[src/rtl/pata_pkg.sv]
package pata_pkg;
  typedef enum logic [1:0] {
    WIN_NONE = 2'd0,
    WIN_TASK = 2'd1,
    WIN_CTRL = 2'd2
  } win_e;

  localparam int DEV_DATA_W = 16;
  localparam int DEV_IDX_W  = 3;
endpackage

[src/rtl/pata_addr_decode.sv]
module pata_addr_decode
  import pata_pkg::*;
#(
  parameter int ADDR_W = 24
) (
  input  logic [ADDR_W-1:0]    addr,
  output win_e                 win,
  output logic [DEV_IDX_W-1:0] idx,
  output logic                 wide
);
  localparam int SEL_LSB = ADDR_W - 3;
  localparam int IDX_LSB = 1;

  logic unused_addr_bits;
  assign unused_addr_bits = ^{addr[SEL_LSB-1:IDX_LSB+DEV_IDX_W], addr[0]};

  always_comb begin
    unique case (addr[SEL_LSB +: 3])
      3'b110:  win = WIN_TASK;
      3'b111:  win = WIN_CTRL;
      default: win = WIN_NONE;
    endcase
    idx  = addr[IDX_LSB +: DEV_IDX_W];
    // only the task-window data port is a 16-bit register
    wide = (win == WIN_TASK) && (idx == '0);
  end
endmodule

[src/rtl/pata_timing_calc.sv]
module pata_timing_calc #(
  parameter int CNT_W = 8,
  localparam int LEN_W = CNT_W + 2
) (
  input  logic [CNT_W-1:0] setup_cnt,
  input  logic [CNT_W-1:0] pulse_cnt,
  input  logic [CNT_W-1:0] cycle_cnt,
  output logic [LEN_W-1:0] s_eff,
  output logic [LEN_W-1:0] p_eff,
  output logic [LEN_W-1:0] len_eff
);
  localparam logic [1:0] PAD = 2'b00;
  logic [LEN_W-1:0] min_len;
  logic [LEN_W-1:0] cyc_ext;

  always_comb begin
    s_eff   = {PAD, setup_cnt} + LEN_W'(1);      // ringing margin
    p_eff   = (pulse_cnt == '0) ? LEN_W'(1) : {PAD, pulse_cnt};
    min_len = s_eff + p_eff + LEN_W'(2);          // two recovery clocks
    cyc_ext = {PAD, cycle_cnt};
    len_eff = (cyc_ext < min_len) ? min_len : cyc_ext;
  end
endmodule

[src/rtl/pata_cycle_fsm.sv]
module pata_cycle_fsm #(
  parameter int LEN_W = 10
) (
  input  logic             clk,
  input  logic             rst_n,
  input  logic             start,
  input  logic [LEN_W-1:0] s_in,
  input  logic [LEN_W-1:0] p_in,
  input  logic [LEN_W-1:0] len_in,
  input  logic             iordy,
  output logic             busy,
  output logic             cs_on,
  output logic             strb_on,
  output logic             capture,
  output logic             last
);
  logic [LEN_W-1:0] cnt_q, s_q, p_q, len_q;
  logic [LEN_W-1:0] strb_end;
  logic             hold;

  always_comb begin
    strb_end = s_q + p_q;
    strb_on  = busy && (cnt_q >= s_q) && (cnt_q < strb_end);
    cs_on    = busy && (cnt_q >= LEN_W'(1)) && (cnt_q <= len_q - LEN_W'(2));
    hold     = strb_on && !iordy;
    capture  = strb_on && !hold && (cnt_q == strb_end - LEN_W'(1));
    last     = busy && !hold && (cnt_q == len_q - LEN_W'(1));
  end

  always_ff @(posedge clk or negedge rst_n) begin
    if (!rst_n) begin
      busy  <= 1'b0;
      cnt_q <= '0;
      s_q   <= '0;
      p_q   <= '0;
      len_q <= '0;
    end else if (start && !busy) begin
      busy  <= 1'b1;
      cnt_q <= '0;
      s_q   <= s_in;
      p_q   <= p_in;
      len_q <= len_in;
    end else if (busy && !hold) begin
      if (last) begin
        busy  <= 1'b0;
        cnt_q <= '0;
      end else begin
        cnt_q <= cnt_q + LEN_W'(1);
      end
    end
  end

  // the phase counter never runs past the latched cycle length
  a_r7_cnt_bound: assert property (@(posedge clk) disable iff (!rst_n)
    busy |-> (cnt_q < len_q));
  // a stalled strobe keeps its position
  a_r12_hold_count: assert property (@(posedge clk) disable iff (!rst_n)
    (strb_on && !iordy) |=> (strb_on && $stable(cnt_q)));
endmodule

[src/rtl/pata_pio_engine.sv]
module pata_pio_engine
  import pata_pkg::*;
#(
  parameter int ADDR_W    = 24,
  parameter int CNT_W     = 8,
  parameter int DEF_SETUP = 4,
  parameter int DEF_PULSE = 15,
  parameter int DEF_CYCLE = 30
) (
  input  logic              clk,
  input  logic              rst_n,
  input  logic              cfg_wr,
  input  logic [CNT_W-1:0]  cfg_setup,
  input  logic [CNT_W-1:0]  cfg_pulse,
  input  logic [CNT_W-1:0]  cfg_cycle,
  input  logic              req_valid,
  output logic              req_ready,
  input  logic [ADDR_W-1:0] req_addr,
  input  logic              req_write,
  input  logic [15:0]       req_wdata,
  output logic              rsp_valid,
  output logic [15:0]       rsp_rdata,
  output logic              ata_cs0_n,
  output logic              ata_cs1_n,
  output logic [2:0]        ata_da,
  output logic              ata_dior_n,
  output logic              ata_diow_n,
  output logic [15:0]       ata_dd_o,
  output logic              ata_dd_oe,
  input  logic [15:0]       ata_dd_i,
  input  logic              ata_iordy
);
  localparam int LEN_W = CNT_W + 2;
  localparam int HALF  = DEV_DATA_W / 2;

  // timing configuration
  logic [CNT_W-1:0] setup_q, pulse_q, cycle_q;
  always_ff @(posedge clk or negedge rst_n) begin
    if (!rst_n) begin
      setup_q <= CNT_W'(DEF_SETUP);
      pulse_q <= CNT_W'(DEF_PULSE);
      cycle_q <= CNT_W'(DEF_CYCLE);
    end else if (cfg_wr) begin
      setup_q <= cfg_setup;
      pulse_q <= cfg_pulse;
      cycle_q <= cfg_cycle;
    end
  end

  logic [LEN_W-1:0] s_eff, p_eff, len_eff;
  pata_timing_calc #(.CNT_W(CNT_W)) u_calc (
    .setup_cnt(setup_q), .pulse_cnt(pulse_q), .cycle_cnt(cycle_q),
    .s_eff(s_eff), .p_eff(p_eff), .len_eff(len_eff)
  );

  // request decode
  win_e                 dec_win;
  logic [DEV_IDX_W-1:0] dec_idx;
  logic                 dec_wide;
  pata_addr_decode #(.ADDR_W(ADDR_W)) u_dec (
    .addr(req_addr), .win(dec_win), .idx(dec_idx), .wide(dec_wide)
  );

  logic busy, cs_on, strb_on, capture, last;
  logic accept, hit;
  assign req_ready = !busy;
  assign accept    = req_valid && req_ready;
  assign hit       = (dec_win != WIN_NONE);

  pata_cycle_fsm #(.LEN_W(LEN_W)) u_fsm (
    .clk(clk), .rst_n(rst_n), .start(accept && hit),
    .s_in(s_eff), .p_in(p_eff), .len_in(len_eff), .iordy(ata_iordy),
    .busy(busy), .cs_on(cs_on), .strb_on(strb_on),
    .capture(capture), .last(last)
  );

  // per-access context
  win_e                  win_q;
  logic [DEV_IDX_W-1:0]  idx_q;
  logic                  wide_q, write_q;
  logic [DEV_DATA_W-1:0] wdata_q;

  always_ff @(posedge clk or negedge rst_n) begin
    if (!rst_n) begin
      win_q   <= WIN_NONE;
      idx_q   <= '0;
      wide_q  <= 1'b0;
      write_q <= 1'b0;
      wdata_q <= '0;
    end else if (accept && hit) begin
      win_q   <= dec_win;
      idx_q   <= dec_idx;
      wide_q  <= dec_wide;
      write_q <= req_write;
      wdata_q <= req_wdata;
    end
  end

  // response path
  always_ff @(posedge clk or negedge rst_n) begin
    if (!rst_n) begin
      rsp_valid <= 1'b0;
      rsp_rdata <= '0;
    end else begin
      rsp_valid <= (accept && !hit && !req_write) || (last && !write_q);
      if (accept && !hit && !req_write)
        rsp_rdata <= '0;
      else if (capture && !write_q)
        rsp_rdata <= wide_q ? ata_dd_i : {{HALF{1'b0}}, ata_dd_i[HALF-1:0]};
    end
  end

  // device pins
  assign ata_cs0_n  = !(cs_on && (win_q == WIN_TASK));
  assign ata_cs1_n  = !(cs_on && (win_q == WIN_CTRL));
  assign ata_da     = busy ? idx_q : '0;
  assign ata_dior_n = !(strb_on && !write_q);
  assign ata_diow_n = !(strb_on && write_q);
  assign ata_dd_oe  = cs_on && write_q;
  assign ata_dd_o   = wide_q ? wdata_q : {{HALF{1'b0}}, wdata_q[HALF-1:0]};

  logic any_strb, any_cs;
  assign any_strb = !ata_dior_n || !ata_diow_n;
  assign any_cs   = !ata_cs0_n || !ata_cs1_n;

  a_r2_cs_exclusive: assert property (@(posedge clk) disable iff (!rst_n)
    !(!ata_cs0_n && !ata_cs1_n));
  a_r9_one_strobe: assert property (@(posedge clk) disable iff (!rst_n)
    !(!ata_dior_n && !ata_diow_n));
  a_r8_strobe_in_cs: assert property (@(posedge clk) disable iff (!rst_n)
    any_strb |-> any_cs);
  a_r7_idle_no_cs: assert property (@(posedge clk) disable iff (!rst_n)
    req_ready |-> (ata_cs0_n && ata_cs1_n && !any_strb));
  a_r12_stall_holds: assert property (@(posedge clk) disable iff (!rst_n)
    (any_strb && !ata_iordy) |=> any_strb);
  a_r7_recovery_quiet: assert property (@(posedge clk) disable iff (!rst_n)
    $fell(any_strb) |=> !any_strb);
  a_r8_cs_after_strobe: assert property (@(posedge clk) disable iff (!rst_n)
    $fell(any_strb) |-> any_cs);
endmodule

[config.mk]
export PLATFORM = sky130hd
export DESIGN_NAME = pata_pio_engine
export DESIGN_NICKNAME = d
export VERILOG_FILES = /design/src/rtl/pata_pkg.sv /design/src/rtl/pata_addr_decode.sv /design/src/rtl/pata_timing_calc.sv /design/src/rtl/pata_cycle_fsm.sv /design/src/rtl/pata_pio_engine.sv
export SDC_FILE = /design/constraint.sdc
export NUM_CORES = 1
export LEC_CHECK = 0
export ABC_AREA = 1
export BUFFER_PORTS_ARGS = -buffer_cell sky130_fd_sc_hd__buf_2
export CORE_UTILIZATION = 45
export DETAILED_ROUTE_END_ITERATION = 10
export GPL_ROUTABILITY_DRIVEN = 0
export PLACE_DENSITY_LB_ADDON = 0.2
export SETUP_SLACK_MARGIN = 0.3
export SLEW_MARGIN = 20
export SYNTH_ARGS = -nofsm -noshare
export SYNTH_HDL_FRONTEND = slang
export SYNTH_HIERARCHICAL = 1
export SYNTH_SLANG_ARGS = --single-unit
[constraint.sdc]
create_clock -name clk -period 3.3 [get_ports clk]
set_input_delay 0.33 -clock clk [delete_from_list [all_inputs] [get_ports clk]]
set_output_delay 0.33 -clock clk [all_outputs]
set_load 0.05 [all_outputs]
==> flow_summary_export.csv <==
group,metric,value,unit
run_status,status,"complete, but fails checks",
run_status,failed_checks,"negative hold slack, negative setup slack",
worst_setup_path,reg2reg_depth,19,
layout,layout_commonest_cell,"nand2_1",
grt,grt_pass1_wl,30.83,mm
route,viasPerCell,4.853,
route,drt_wl_total,19.23,mm
clock_tree,cts_buffers,9,
clock_tree,holdBufCountCts,0,
layout,area_delta_synth_final,28.43,%
power_and_ir_drop,power_density,902.8,nW/µm²
synth,netlist_area,7820,µm²
synth,yosys.cell_types.count,45,
die,die_w,133.8,µm
layout,drive_above_1_share,31.41,%
place,dp_hpwl,13.87,mm
synth,ys_async_sr_fraction,100.0,%
timing,rsz0062_at_grt,"yes",
timing,fin_skew,0.009714,ns
synth,yosysTopAreaCell,"dfrtp_1",
clock_tree,clock-root-buffer,"clkbuf_16",
layout,diodes,0,
synth,ys_seq_area_share,33.74,%
synth,synth-seq-cells,105,
die,die_area,17910,µm²
layout,fin_area,10040,µm²
worst_setup_path,worstPathArrival,3.64,ns
synth,avgSynthCellArea,7.343,µm²
synth,synthFlopType,"dfrtp_1",
synth,yosys-top-cells-area,"dfrtp_1 31%, nand2_1 18%, ha_1 11%",
timing,finalCritPeriodShare,103.2,%
worst_setup_path,regToRegSetupSlack,-0.11,ns
die,dieHeight,133.8,µm
grt,grt_util_all_layers,21.61,%
layout,most-common-layout-cells,"353 x nand2_1, 128 x inv_1, 103 x buf_2",
worst_setup_path,critPathKind,"flip-flop to flip-flop",
grt,grt_overflow,0,
clock_tree,cts_tree,"yes",
layout,n_fill_cell,1533,
timing,timing.hold.ws,-0.01060,ns
grt,antenna_found_initial,0,
worst_setup_path,endpoint_kind,"flip-flop",
timing,min_period,3.407,ns
clock_tree,cts.sinks,105,
timing,worst_slew_pin_slew,0.6154,ns
clock_tree,clkLatencyLatePin,0.35,ns
route,vias,7046,
timing,finalHoldViolCount,18,
power_and_ir_drop,peakVddDrop,0.4641,mV
route,ant_nets,0,
die,start_util,46.66,%
timing,slew_viol_final,0,
grt,grt_max_degree,50,
worst_setup_path,r2r-end,"u_fsm/len_q[0]$_DFFE_PN0P_",
place,dp.cells,1400,
job,drv_cap,0,
route,routedWlPerCell,13.24,µm
worst_setup_path,r2r-start,"pulse_q[4]$_DFFE_PN0P_",
power_and_ir_drop,p_leak,5.512,nW
synth,synth_top_area_share,30.72,%
layout,finalNonFillerCells,1452,
die,num_rows,47,
worst_setup_path,crit_chain,"nor4_2 > a31o_2 > ha_4 > ha_4 > inv_2 > fa_2 > o21ai_4 > nand2_1 > nand2_1 > xor2_1 > inv_1 > ha_4 > a21oi_4 > nand2_4 > buf_4 > nand4_1 > nand2_2 > nand2_1 > o21ai_1",
die,io_pins,128,
layout,nets,1384,
min_path,hold_path.class,"input pin to async pin",
worst_setup_path,path_buf_inv,3,
worst_setup_path,cpMaxStageDelayCell,"dfrtp_1",
synth,ys_warn_count,6,
synth,synth_edf_count,0,
clock_tree,htreeDepth,3,
worst_setup_path,required,3.53,ns
route,drc,0,
place,placed_area,8841,µm²
synth,synthesis.instances,1065,
timing,finalSetupViolations,16,
timing,slew_headroom,58.97,%
worst_setup_path,cp_top_family,"adder cells",
power_and_ir_drop,finalPower,9.067,mW
worst_setup_path,max_stage_delay,0.40,ns
worst_setup_path,cp-start-kind,"flip-flop",
clock_tree,clk_pin_slew_worst_paths,0.07,ns
worst_setup_path,cp_max_fo,5,
die,core,16760,µm²
timing,fmaxAchievable,293.6,MHz
route,firstDrtPassIters,5,
timing,setup_ws,-0.1066,ns
route,drtIter0Drc,351,
grt,first_global_vias,6518,
place,numPortBuffers,109,
clock_tree,clk_path_buf_depth,2,
## layout make-up
cell class	instances	area, µm²	area share (%)
tap	220	275.3	2.741
clock inverter	4	33.78	0.3364
multi-input combinational	766	4975	49.53
timing repair buffer	199	1319	13.13
sequential	105	2644	26.32
inverter	146	550.5	5.481
clock buffer	12	246.5	2.454
## cell usage after synthesis (7+ instances only)
master	number
a21oi_1	24
buf_2	10
buf_4	21
clkbuf_1	17
dfrtp_1	96
dfstp_2	9
ha_1	69
inv_1	138
mux2_2	24
nand2_1	382
nand3_1	69
nand4_1	19
nor2_1	52
nor2_2	7
o21ai_0	21
xnor2_1	17
xor2_1	30
## power by group
part           leakage [nW]  total [mW]  internal [mW]  switching, mW
clock network         0.139        1.03          0.543          0.491
registers              1.30        2.06           1.66          0.398
logic                  4.07        5.97           2.58           3.39
total                  5.51        9.07           4.78           4.28
## per-layer routing
| metal | GRT usage, % | vias to the layer above | share of wire [%] |
|---|---|---|---|
| met2 | 36.24 | 130 | 48 |
| met4 | 6.629 | 0 | 1.7 |
| met3 | 3.477 | 23 | 3.3 |
| li1 | - | 3629 | - |
| met5 | 0 | - | 0 |
| met1 | 28.55 | 3264 | 47 |
## worst max path at each step
stage	start	endpoint	cells after the start
after floorplan	setup_q[0]$_DFFE_PN0P_	u_fsm/len_q[0]$_DFFE_PN0P_	22
after global placement	setup_q[2]$_DFFE_PN1P_	u_fsm/len_q[0]$_DFFE_PN0P_	20
after detailed placement	setup_q[0]$_DFFE_PN0P_	u_fsm/len_q[0]$_DFFE_PN0P_	22
after CTS	pulse_q[6]$_DFFE_PN0P_	u_fsm/len_q[0]$_DFFE_PN0P_	21
after global routing	u_fsm/s_q[0]$_DFFE_PN0P_	rsp_rdata[15]$_DFFE_PN0P_	30
final	pulse_q[4]$_DFFE_PN0P_	u_fsm/len_q[0]$_DFFE_PN0P_	19
## repair_timing
| action | CTS | global route |
|---|---|---|
| resized for setup | 78 | 62 |
| setup buffers | 24 | 10 |
| pin swaps | 54 | 50 |
| cloned | 1 | 1 |
| setup endpoints to repair | 39 | 43 |
## cells by family after synthesis
group / Yosys count / share of synthesized area [%]
AND/OR/NAND/NOR: 558 / 30.38
adder cells (fa/ha/maj): 71 / 11.55
buffers and inverters: 198 / 11.06
XOR/XNOR: 47 / 5.264
multiplexers: 24 / 3.456
flip-flops: 105 / 33.74
AO/OA/AOI/OAI: 61 / 4.496
other: 1 / 0.04795
## flip-flops by register name, indices dropped and copies added, names as in the netlist, 2 cells and up
| register | count |
|---|---|
| u_fsm/s_q | 10 |
| setup_q | 8 |
| idx_q | 3 |
| u_fsm/cnt_q | 10 |
| rsp_rdata | 16 |
| pulse_q | 8 |
| win_q | 2 |
| u_fsm/len_q | 10 |
| cycle_q | 8 |
| wdata_q | 16 |
| u_fsm/p_q | 10 |
## per-stage QoR
stage	setup slack (ns)	hold WS, ns	TNS (ns)	utilization (%)
4_1_cts	-0.05973	0.006707	-0.3479	57.54
3_3_place_gp	-0.08059	0.3952	-0.5296	52.75
6_report	-0.1066	-0.01060	-0.6651	59.93
2_1_floorplan	0.1846	0.03441	0	-
3_5_place_dp	-0.1368	0.3962	-0.8397	52.75
5_1_grt	-0.3301	0.03855	-7.733	59.93
Note: power is estimated with default switching activity, not from simulation.
